`src/rtl/lane_link_pkg.sv`:
```
// Package: shared character codes, state type and decoded-character flags
// for the lane link establishment receiver.
package lane_link_pkg;

    localparam logic [7:0] CH_SYNC = 8'hBC;
    localparam logic [7:0] CH_MSTART = 8'h1C;
    localparam logic [7:0] CH_MEND = 8'h7C;
    localparam logic [7:0] CH_CFGMK = 8'h9C;

    typedef enum logic [1:0] {
        ST_SEARCH = 2'd0,
        ST_WAIT = 2'd1,
        ST_ALIGN = 2'd2,
        ST_DATA = 2'd3
    } link_state_t;

    typedef struct packed {
        logic sync_ch;
        logic mstart;
        logic mend;
        logic cfgmk;
    } char_flags_t;

endpackage

```
`src/rtl/char_classify.sv`:
```
// char_classify: turns one octet and its control flag into one flag per
// link character. Assumes: a character counts only when the control flag
// is set; a data octet with the same byte value never matches.
module char_classify
    import lane_link_pkg::*;
(
    input  logic [7:0]  octet,
    input  logic        is_ctrl,
    output char_flags_t flags
);

    // Compare the byte against each code, gated by the control flag.
    always_comb begin
        flags.sync_ch = is_ctrl && (octet == CH_SYNC);
        flags.mstart = is_ctrl && (octet == CH_MSTART);
        flags.mend = is_ctrl && (octet == CH_MEND);
        flags.cfgmk = is_ctrl && (octet == CH_CFGMK);
    end

endmodule

```
`src/rtl/cgs_counter.sv`:
```
// cgs_counter: counts consecutive sync characters while enabled and
// reports lock on the NEED-th one. Assumes: the count restarts on any other
// octet and while disabled; the lock output is combinational on the
// sampling cycle.
module cgs_counter #(
    parameter int NEED = 4
) (
    input  logic clk,
    input  logic rst_n,
    input  logic enable,
    input  logic is_sync,
    output logic lock
);

    localparam int CW = $clog2(NEED + 1);

    logic [CW-1:0] cnt;

    // Lock fires when the last character of the run arrives.
    assign lock = enable && is_sync && (cnt == CW'(NEED - 1));

    // Run-length counter for consecutive sync characters.
    always_ff @(posedge clk) begin
        if (!rst_n) begin
            cnt <= '0;
        end else if (!enable || !is_sync || lock) begin
            cnt <= '0;
        end else begin
            cnt <= cnt + 1'b1;
        end
    end

    a_r4_count_below_need: assert property (@(posedge clk) disable iff (!rst_n)
        cnt < CW'(NEED));

    a_r4_break_restarts: assert property (@(posedge clk) disable iff (!rst_n)
        (enable && !is_sync) |=> (cnt == '0));

endmodule

```
`src/rtl/ilas_position.sv`:
```
// ilas_position: tracks the octet position inside a multiframe and the
// multiframe number inside the alignment sequence. Assumes: start is
// raised on the cycle that samples the opening start marker (position 0
// of multiframe 0), so the next octet is at position 1.
module ilas_position #(
    parameter int MF_LEN = 8,
    parameter int MF_COUNT = 4
) (
    input  logic                        clk,
    input  logic                        rst_n,
    input  logic                        start,
    input  logic                        run,
    output logic [$clog2(MF_LEN)-1:0]   oct_idx,
    output logic [$clog2(MF_COUNT)-1:0] mf_idx,
    output logic                        last_oct,
    output logic                        last_mf
);

    localparam int OW = $clog2(MF_LEN);
    localparam int MW = $clog2(MF_COUNT);

    assign last_oct = (oct_idx == OW'(MF_LEN - 1));
    assign last_mf = (mf_idx == MW'(MF_COUNT - 1));

    // Step the position each octet and roll over into the next multiframe.
    always_ff @(posedge clk) begin
        if (!rst_n) begin
            oct_idx <= '0;
            mf_idx <= '0;
        end else if (start) begin
            oct_idx <= OW'(1);
            mf_idx <= '0;
        end else if (run) begin
            if (last_oct) begin
                oct_idx <= '0;
                mf_idx <= mf_idx + 1'b1;
            end else begin
                oct_idx <= oct_idx + 1'b1;
            end
        end
    end

    a_r5_start_lands_on_one: assert property (@(posedge clk) disable iff (!rst_n)
        start |=> (oct_idx == OW'(1) && mf_idx == '0));

endmodule

```
`src/rtl/cfg_bank_store.sv`:
```
// cfg_bank_store: register bank for the configuration octets, one byte
// per slot, with slot 0 in the low byte. Assumes: the writer keeps the
// index below DEPTH; contents stay until overwritten.
module cfg_bank_store #(
    parameter int DEPTH = 5
) (
    input  logic                     clk,
    input  logic                     rst_n,
    input  logic                     wr_en,
    input  logic [$clog2(DEPTH)-1:0] wr_idx,
    input  logic [7:0]               wr_data,
    output logic [DEPTH*8-1:0]       bank
);

    localparam int IW = $clog2(DEPTH);

    for (genvar i = 0; i < DEPTH; i++) begin : g_slot
        // Slot register: loads when its index is written.
        always_ff @(posedge clk) begin
            if (!rst_n) begin
                bank[i*8 +: 8] <= 8'h00;
            end else if (wr_en && (wr_idx == IW'(i))) begin
                bank[i*8 +: 8] <= wr_data;
            end
        end
    end

    a_r6_write_in_range: assert property (@(posedge clk) disable iff (!rst_n)
        wr_en |-> ({1'b0, wr_idx} < (IW + 1)'(DEPTH)));

endmodule

```
`src/rtl/lane_link_rx.sv`:
```
// lane_link_rx: link start-up receiver for one lane. It searches for
// sync characters, releases the request, follows the four-multiframe
// alignment sequence, captures its configuration octets and then passes
// user data. Assumes: octets are already decoded; mf_boundary marks the
// first octet of a local multiframe; MF_LEN is at least 4.
module lane_link_rx
    import lane_link_pkg::*;
#(
    parameter int FRAMES_PER_MF = 4,
    parameter int OCTETS_PER_FRAME = 2,
    parameter int SYNC_RUN = 4,
    parameter int ALIGN_MFS = 4,
    localparam int MF_LEN = FRAMES_PER_MF * OCTETS_PER_FRAME,
    localparam int CFG_LEN = MF_LEN - 3
) (
    input  logic                 clk,
    input  logic                 rst_n,
    input  logic [7:0]           rx_octet,
    input  logic                 rx_is_ctrl,
    input  logic                 mf_boundary,
    output logic                 sync_n,
    output logic                 ilas_active,
    output logic                 data_valid,
    output logic [7:0]           data_out,
    output logic                 cfg_valid,
    output logic [CFG_LEN*8-1:0] cfg_bank,
    output logic                 align_err
);

    localparam int OW = $clog2(MF_LEN);
    localparam int MW = $clog2(ALIGN_MFS);
    localparam int IW = $clog2(CFG_LEN);

    link_state_t state;
    char_flags_t fl;
    logic cgs_lock;
    logic seq_start;
    logic seq_fault;
    logic seq_done;
    logic cfg_done;
    logic cfg_wr;
    logic [OW-1:0] oct_idx;
    logic [MW-1:0] mf_idx;
    logic last_oct;
    logic last_mf;
    logic in_cfg_mf;

    char_classify u_cls (
        .octet   (rx_octet),
        .is_ctrl (rx_is_ctrl),
        .flags   (fl)
    );

    cgs_counter #(.NEED(SYNC_RUN)) u_cgs (
        .clk     (clk),
        .rst_n   (rst_n),
        .enable  (state == ST_SEARCH),
        .is_sync (fl.sync_ch),
        .lock    (cgs_lock)
    );

    ilas_position #(.MF_LEN(MF_LEN), .MF_COUNT(ALIGN_MFS)) u_pos (
        .clk      (clk),
        .rst_n    (rst_n),
        .start    (seq_start),
        .run      (state == ST_ALIGN),
        .oct_idx  (oct_idx),
        .mf_idx   (mf_idx),
        .last_oct (last_oct),
        .last_mf  (last_mf)
    );

    cfg_bank_store #(.DEPTH(CFG_LEN)) u_cfg (
        .clk     (clk),
        .rst_n   (rst_n),
        .wr_en   (cfg_wr),
        .wr_idx  (IW'(oct_idx - OW'(2))),
        .wr_data (rx_octet),
        .bank    (cfg_bank)
    );

    assign ilas_active = (state == ST_ALIGN);
    assign in_cfg_mf = (state == ST_ALIGN) && (mf_idx == MW'(1));

    // Sequence events for the current octet: start, fault, completion, capture.
    always_comb begin
        seq_start = (state == ST_WAIT) && fl.mstart && mf_boundary;
        seq_fault = 1'b0;
        seq_done = 1'b0;
        cfg_done = 1'b0;
        cfg_wr = in_cfg_mf && (oct_idx >= OW'(2)) && (oct_idx <= OW'(MF_LEN - 2));
        if (state == ST_WAIT) begin
            seq_fault = !fl.sync_ch && !seq_start;
        end else if (state == ST_ALIGN) begin
            if (in_cfg_mf && (oct_idx == OW'(1)) && !fl.cfgmk) begin
                seq_fault = 1'b1;
            end else if (last_oct) begin
                seq_fault = !fl.mend;
                seq_done = fl.mend && last_mf;
                cfg_done = fl.mend && in_cfg_mf;
            end
        end
    end

    // Link state, request line, flags and data register.
    always_ff @(posedge clk) begin
        if (!rst_n) begin
            state <= ST_SEARCH;
            sync_n <= 1'b0;
            align_err <= 1'b0;
            cfg_valid <= 1'b0;
            data_valid <= 1'b0;
            data_out <= 8'h00;
        end else begin
            data_valid <= 1'b0;
            if (seq_fault) begin
                state <= ST_SEARCH;
                sync_n <= 1'b0;
                align_err <= 1'b1;
                cfg_valid <= 1'b0;
            end else begin
                case (state)
                    ST_SEARCH: begin
                        if (cgs_lock) begin
                            state <= ST_WAIT;
                            sync_n <= 1'b1;
                            align_err <= 1'b0;
                        end
                    end
                    ST_WAIT: begin
                        if (seq_start) begin
                            state <= ST_ALIGN;
                        end
                    end
                    ST_ALIGN: begin
                        if (seq_done) begin
                            state <= ST_DATA;
                        end
                        if (cfg_done) begin
                            cfg_valid <= 1'b1;
                        end
                    end
                    default: begin
                        data_valid <= 1'b1;
                        data_out <= rx_octet;
                    end
                endcase
            end
        end
    end

    a_r1_request_low_while_searching: assert property (@(posedge clk) disable iff (!rst_n)
        (state == ST_SEARCH) |-> !sync_n);

    a_r3_release_only_on_lock: assert property (@(posedge clk) disable iff (!rst_n)
        $rose(sync_n) |-> $past(cgs_lock));

    a_r8_fault_drops_link: assert property (@(posedge clk) disable iff (!rst_n)
        seq_fault |=> (!sync_n && align_err && !cfg_valid && !ilas_active));

    a_r9_no_data_before_end: assert property (@(posedge clk) disable iff (!rst_n)
        data_valid |-> (state == ST_DATA));

    a_r6_cfg_valid_after_capture: assert property (@(posedge clk) disable iff (!rst_n)
        cfg_valid |-> (state == ST_ALIGN || state == ST_DATA));

    a_r10_error_clears_on_release: assert property (@(posedge clk) disable iff (!rst_n)
        $rose(sync_n) |-> !align_err);

endmodule

```
`config.mk`:
```
export PLATFORM = sky130hd
export DESIGN_NAME = lane_link_rx
export DESIGN_NICKNAME = d
export VERILOG_FILES = /design/src/rtl/lane_link_pkg.sv /design/src/rtl/char_classify.sv /design/src/rtl/cgs_counter.sv /design/src/rtl/ilas_position.sv /design/src/rtl/cfg_bank_store.sv /design/src/rtl/lane_link_rx.sv
export SDC_FILE = /design/constraint.sdc
export NUM_CORES = 1
export LEC_CHECK = 0
export ABC_AREA = 1
export BUFFER_PORTS_ARGS = -buffer_cell sky130_fd_sc_hd__buf_2
export CAP_MARGIN = 20
export CORE_UTILIZATION = 53
export CTS_CLUSTER_SIZE = 10
export DETAILED_ROUTE_END_ITERATION = 12
export GPL_ROUTABILITY_DRIVEN = 0
export PLACE_DENSITY = 0.81
export SYNTH_ARGS = -nofsm -noshare
export SYNTH_HDL_FRONTEND = slang
export SYNTH_SLANG_ARGS = --single-unit
```
`constraint.sdc`:
```
create_clock -name clk -period 1.93 [get_ports clk]
set_clock_uncertainty 0.2 [all_clocks]
set_input_delay 0 -clock clk [delete_from_list [all_inputs] [get_ports clk]]
set_output_delay 0 -clock clk [all_outputs]
set_load 0.02 [all_outputs]
```
==> results of run 1 <==
==> stage by stage <==
step                      TNS, ps  hold slack, ps  power [mW]
after global routing         -124             263        3.01
after CTS                       0             226        2.88
after floorplan                 0           -65.1        1.62
final                           0             236        2.91
after global placement          0             123        1.73
after detailed placement        0             119        1.75
==> layout make-up <==
| class | count | area [um2] | share of cell area [%] |
|---|---|---|---|
| clock buffers | 13 | 159 | 4.63 |
| clock inverters | 1 | 30.0 | 0.875 |
| inverters | 34 | 128 | 3.72 |
| multi-input cells | 232 | 1260 | 36.7 |
| flip-flops and latches | 62 | 1250 | 36.5 |
| well taps | 67 | 83.8 | 2.44 |
| repair buffers | 85 | 520 | 15.2 |
==> metal layers <==
layer	wire length (um)	vias to the layer above	track usage, %
met1	2940	1180	33.2
met4	131	0	13.9
met3	332	14	5.66
met5	0	-	0
met2	3250	90	42.4
li1	-	1276	-
==> registers in the layout, indices dropped and copies added (netlist names) <==
register	cells
cfg_valid	1
state	2
u_cgs.cnt	3
data_valid	1
u_pos.oct_idx	3
data_out	8
u_cfg.bank	40
align_err	1
u_pos.mf_idx	2
sync_n	1
==> kinds of logic (layout without fill, tap and decap cells) <==
group	count (synthesis)	in the layout
AND/OR/NAND/NOR	145	146
flip-flops	62	62
XOR/XNOR	1	1
buffers and inverters	51	133
AO/OA/AOI/OAI	70	70
adder cells (fa/ha/maj)	15	15
==> final timing paths <==
check,depth (start not counted),from,to
worst max-delay path,9,state[0]$_SDFFE_PP0P_,u_cfg.bank[6]$_SDFFE_PN0P_
worst min-delay path,1,u_cgs.cnt[0]$_SDFF_PP0_,u_cgs.cnt[0]$_SDFF_PP0_
worst max register to register,9,state[0]$_SDFFE_PP0P_,u_cfg.bank[6]$_SDFFE_PN0P_
worst min register to register,1,u_cgs.cnt[0]$_SDFF_PP0_,u_cgs.cnt[0]$_SDFF_PP0_
==> cell usage after synthesis (2+ instances only) <==
| cell | instances |
|---|---|
| dfxtp_1 | 62 |
| nand2_1 | 58 |
| a21oi_1 | 49 |
| nand3_1 | 37 |
| nor2_1 | 35 |
| inv_1 | 32 |
| o21ai_0 | 17 |
| ha_1 | 15 |
| clkbuf_1 | 9 |
| buf_2 | 5 |
| nand4_1 | 4 |
| buf_6 | 3 |
| nand2_2 | 3 |
| nor2_4 | 3 |
| nand3_2 | 2 |
==> cells in the final DEF, fill, tap and decap left out, types with 2 or more instances in the layout <==
master | netlist | final
dfxtp_1 | 62 | 57
nand2_1 | 58 | 51
buf_6 | 3 | 2
nand3_1 | 37 | 37
buf_2 | 5 | 64
a21oi_1 | 49 | 49
ha_1 | 15 | 10
dfxtp_2 | 0 | 3
nor2_4 | 3 | 4
inv_1 | 32 | 29
dfxtp_4 | 0 | 2
nand3_2 | 2 | 2
o21ai_0 | 17 | 17
ha_2 | 0 | 4
buf_4 | 0 | 7
inv_2 | 1 | 4
dlygate4sd3_1 | 0 | 11
nor2_1 | 35 | 35
nand4_1 | 4 | 4
clkbuf_8 | 0 | 11
nand2_2 | 3 | 10
clkbuf_1 | 9 | 2
==> power breakdown <==
group / leakage, nW / switching [mW] / internal, mW
clock network: 0.0956 / 0.483 / 0.654
logic: 0.894 / 0.278 / 0.143
registers: 0.503 / 0.0306 / 1.32
==> what timing repair did <==
| item | CTS | global route |
|---|---|---|
| endpoints found under the hold margin | 58 | 0 |
| hold buffers | 11 | 0 |
| endpoints found under the setup margin | 0 | 39 |
| gates resized for setup | 0 | 28 |
==> out/metrics.cfg, run 1 <==
[outcome]
status=finished clean

[job]
cap_violations=0

[clock_network]
cts_tree=yes
clk_pin_slew_ps=70
cts_max_path_buffers=2
post_cts_buffers=0
worstSkewPairLatency_ps=350
cts_root_buf=clkbuf_8
cts_num_sinks=62
htree_levels=3
numCtsBuffers=9

[routing]
wl_per_cell_um=13.5
viasPerCell=5.18
routed_wl_mm=6.65
drtIter0Drc=204
drt_pass1_iterations=5
num_vias=2560
ant_nets=0
drc=0

[sta]
fin_crit_ps=1840
fin_ws_ps=90.6
rsz0062_at_grt=yes
slew_headroom_pct=74.0
finalSetupViolations=0
fmax_mhz=544
hold_viol_final=0
fin_crit_sh_pct=95.3
final_max_slew_viol_count=0
tightestPinTransition_ps=390

[synth]
synth-simple-area-share_pct=24.3
muxShareOfSynthArea_pct=0
synth_nets=371
async_reset_ff_share_pct=0
seq_area_frac_synth_pct=46.5
synth_edf_count=0
netlist_instances=344
ys_types=25
post_synth.cell_area_avg_um2=7.76
synth_xor_xnor_area_share_pct=0.328
ys_top_cells_by_area=dfxtp_1, a21oi_1, nand2_1
synth_compound_area_share_pct=13.5
synth_top_family_by_area=simple AND/OR/NAND/NOR gates
synth-adder-area-share_pct=7.03
ys.flop_type=dfxtp_1
yosys_register_bits=62
ys.warnings.count=0
syn_area_um2=2670
synth_top_cell_by_area=dfxtp_1
synth_top_area_share_pct=46.5

[layout]
fin_nets=451
drive_gt1_share_pct=28.1
final_area_um2=3430
final_cells=494
syn_to_final_growth_pct=28.6
fillers=380
fin_util_pct=71.7
antenna_cells=0

[worst_setup_path]
cpMostUsedCell=nand2_2
critical_path_buf_inv_count=2
path_delay_family=simple AND/OR/NAND/NOR gates
arrival_ps=1910
reg2reg_setup_slack_ps=90
cp_max_fo=14
end_kind=register
worst-setup-path-type=register to register
path_cells=inv_2, ha_2, nand2_2, nor2_2, nand2_2, nor2_4, buf_8, nand3_1, a21oi_1
critPathSlowestCell=dfxtp_2
critPathMaxStageDelay_ps=330
critical_path_required_ps=2000
cp-start-kind=register

[floorplanning]
ios=65
fp.dieW_um=73.0
initial_core_util_pct=55.8
core_area_um2=4790
rows=25
die_area_um2=5320
die_y_um=73.0

[grt]
grt.overflow.total=0
grt_pass1_wl_mm=10.5
grt_util_all_layers_pct=26.4
grt_max_degree=33
grt_pass1_vias=2287
grt_antenna_before_repair=0

[power_and_ir_drop]
ir_worst_vdd_uv=624
power.leakage_nw=1.49
pwr_density_cell_nw_per_um2=847

[place]
portBuffers=64
dp_cells=468
dp_slack_ps=45.0
dpl-instance-area_um2=3060
place_hpwl_mm=4.28

[hold_path]
hp-class=register to register

Note: power is estimated with default switching activity, not from simulation.
==> inputs of run 2 (changes only) <==
--- a/config.mk
+++ b/config.mk
@@ -9,10 +9,9 @@
 export BUFFER_PORTS_ARGS = -buffer_cell sky130_fd_sc_hd__buf_2
 export CAP_MARGIN = 20
 export CORE_UTILIZATION = 53
-export CTS_CLUSTER_SIZE = 10
 export DETAILED_ROUTE_END_ITERATION = 12
 export GPL_ROUTABILITY_DRIVEN = 0
-export PLACE_DENSITY = 0.81
+export PLACE_DENSITY_LB_ADDON = 0.3
 export SYNTH_ARGS = -nofsm -noshare
 export SYNTH_HDL_FRONTEND = slang
 export SYNTH_SLANG_ARGS = --single-unit
==> run 2 against run 1 <==
Combinational power is essentially flat. Flip-flop and latch count is the same. Count of clock-buffer cells in the layout is the same. Largest power group unchanged. First-iteration DRC count grew 9.3%.
==> out/metrics.cfg, run 2 (synthesis gave the netlist of run 1 again) <==
[power_and_ir_drop]
power_frac_clock_pct=37.4
share_comb_of_total_power_pct=15.0
seq_power_share_pct=47.7
swShare_pct=27.7
switching_power_mw=0.781
pwr_density_cell_nw_per_um2=804
internal_power_mw=2.03
ir_worst_vdd_uv=453
power.leakage_nw=1.55

[routing]
viasPerCell=5.09
drc=0
wl_per_cell_um=13.2
drt_pass1_iterations=4
num_vias=2576
ant_nets=0
routed_wl_mm=6.66
drtIter0Drc=223

[grt]
grt_antenna_before_repair=0
grt_pass1_wl_mm=10.6
grt.overflow.total=0
grt_max_degree=33
grt_util_all_layers_pct=26.6
grt_pass1_vias=2328

[clock_network]
clk_pin_slew_ps=70
cts_tree=yes
numCtsBuffers=9
cts_root_buf=clkbuf_8
cts_max_path_buffers=2
worstSkewPairLatency_ps=330
htree_levels=3
cts_num_sinks=62

[worst_setup_path]
r2r-start=u_pos.oct_idx[1]$_SDFFE_PP0P_
cp-start-kind=register
reg2reg_setup_slack_ps=100
end_kind=register
worst-setup-path-type=register to register
r2r-end=u_cfg.bank[19]$_SDFFE_PN0P_
critPathLaunch=u_pos.oct_idx[1]$_SDFFE_PP0P_
cp_max_fo=8
endpoint=u_cfg.bank[19]$_SDFFE_PN0P_
reg2reg_depth=8
arrival_ps=1830
critical_path_required_ps=1930

[floorplanning]
die_area_um2=5320
die_y_um=73.0
ios=65
core_area_um2=4790
rows=25
initial_core_util_pct=55.8
fp.dieW_um=73.0

[layout]
reg_top3=u_cfg.bank (40), data_out (8)
largest_reg_flops=40
final_common_cell=buf_2
fillers=378
fin_util_pct=73.1
antenna_cells=0
drive_gt1_share_pct=28.5
syn_to_final_growth_pct=31.1
top_register=u_cfg.bank
layout_common_cells=buf_2, dfxtp_1, nand2_1
fin_nets=461
final_area_um2=3500

[sta]
final_max_slew_viol_count=0
finalSetupViolations=0
rsz0062_at_grt=yes
slew_headroom_pct=73.0
tightestPinTransition_ps=404
fmax_mhz=547
fin_crit_sh_pct=94.7
fin_crit_ps=1830
hold_viol_final=0

[place]
portBuffers=64
place_hpwl_mm=4.32
dpl-instance-area_um2=3110

[outcome]
status=finished clean

[job]
cap_violations=0

[hold_path]
hp-class=input port to register

==> run 2: worst min-delay path by stage <==
| stage | depth (start not counted) | from | slack (ps) | to |
|---|---|---|---|---|
| floorplan | 2 | rx_octet[2] | -70 | data_out[2]$_SDFFE_PN0P_ |
| global placement | 3 | rx_octet[0] | 140 | data_out[0]$_SDFFE_PN0P_ |
| detailed placement | 3 | rx_octet[0] | 150 | data_out[0]$_SDFFE_PN0P_ |
| CTS | 7 | rx_is_ctrl | 20 | cfg_valid$_SDFFE_PP0P_ |
| global route | 7 | rx_is_ctrl | 80 | cfg_valid$_SDFFE_PP0P_ |
| finish | 7 | rx_is_ctrl | 40 | cfg_valid$_SDFFE_PP0P_ |
==> run 2: power by group through the flow <==
stage | Clock [mW] | Sequential [mW] | Combinational (mW)
3_3_place_gp | 0 | 1.37 | 0.378
4_1_cts | 1.07 | 1.34 | 0.410
2_1_floorplan | 0 | 1.39 | 0.236
3_5_place_dp | 0 | 1.37 | 0.385
5_1_grt | 1.13 | 1.35 | 0.464
6_report | 1.05 | 1.34 | 0.422
==> run 2: layout make-up <==
type / count / area (um2) / share of cell area [%]
Multi-Input combinational cell: 232 / 1250 / 35.8
Sequential cell: 62 / 1250 / 35.6
Timing Repair Buffer: 95 / 603 / 17.2
Clock buffer: 13 / 169 / 4.83
Inverter: 34 / 128 / 3.65
Tap cell: 67 / 83.8 / 2.40
Clock inverter: 3 / 17.5 / 0.501
==> run 2: critical path, stage by stage, from the launching register on <==
cell and delay (ps):
dfxtp_2 370, inv_1 80, ha_1 230, nor2_4 120, nand2_2 80, nor2_2 250, nand2_2 180, nand2_1 120
a21oi_1 80
==> run 2: timing repair <==
item                                   CTS  global route
setup buffers                            3             1
endpoints found under the hold margin   58             0
hold buffers                            13             0
setup endpoints to repair               32            43
gates resized for setup                  1            16
gates cloned                             1             0
pin swaps                                1             8
==> run 2: through the flow <==
step / cells / hold WS [ps] / TNS (ps) / power [mW] / setup slack (ps)
after global routing: 506 / 75.6 / -40.8 / 2.94 / -20.6
after CTS: 506 / 21.8 / 0 / 2.82 / 24.0
final: 506 / 43.4 / 0 / 2.82 / 103
after global placement: 473 / 143 / -683 / 1.74 / -32.4
after detailed placement: 473 / 150 / -3250 / 1.75 / -119
after floorplan: 344 / -65.1 / 0 / 1.62 / 44.5
==> run 2: layer usage <==
metal	up-vias	wire length (um)	global-route usage, %
met5	-	0	0
met2	82	3180	41.2
li1	1304	-	-
met1	1178	2960	35.0
met4	0	125	12.9
met3	12	396	6.08
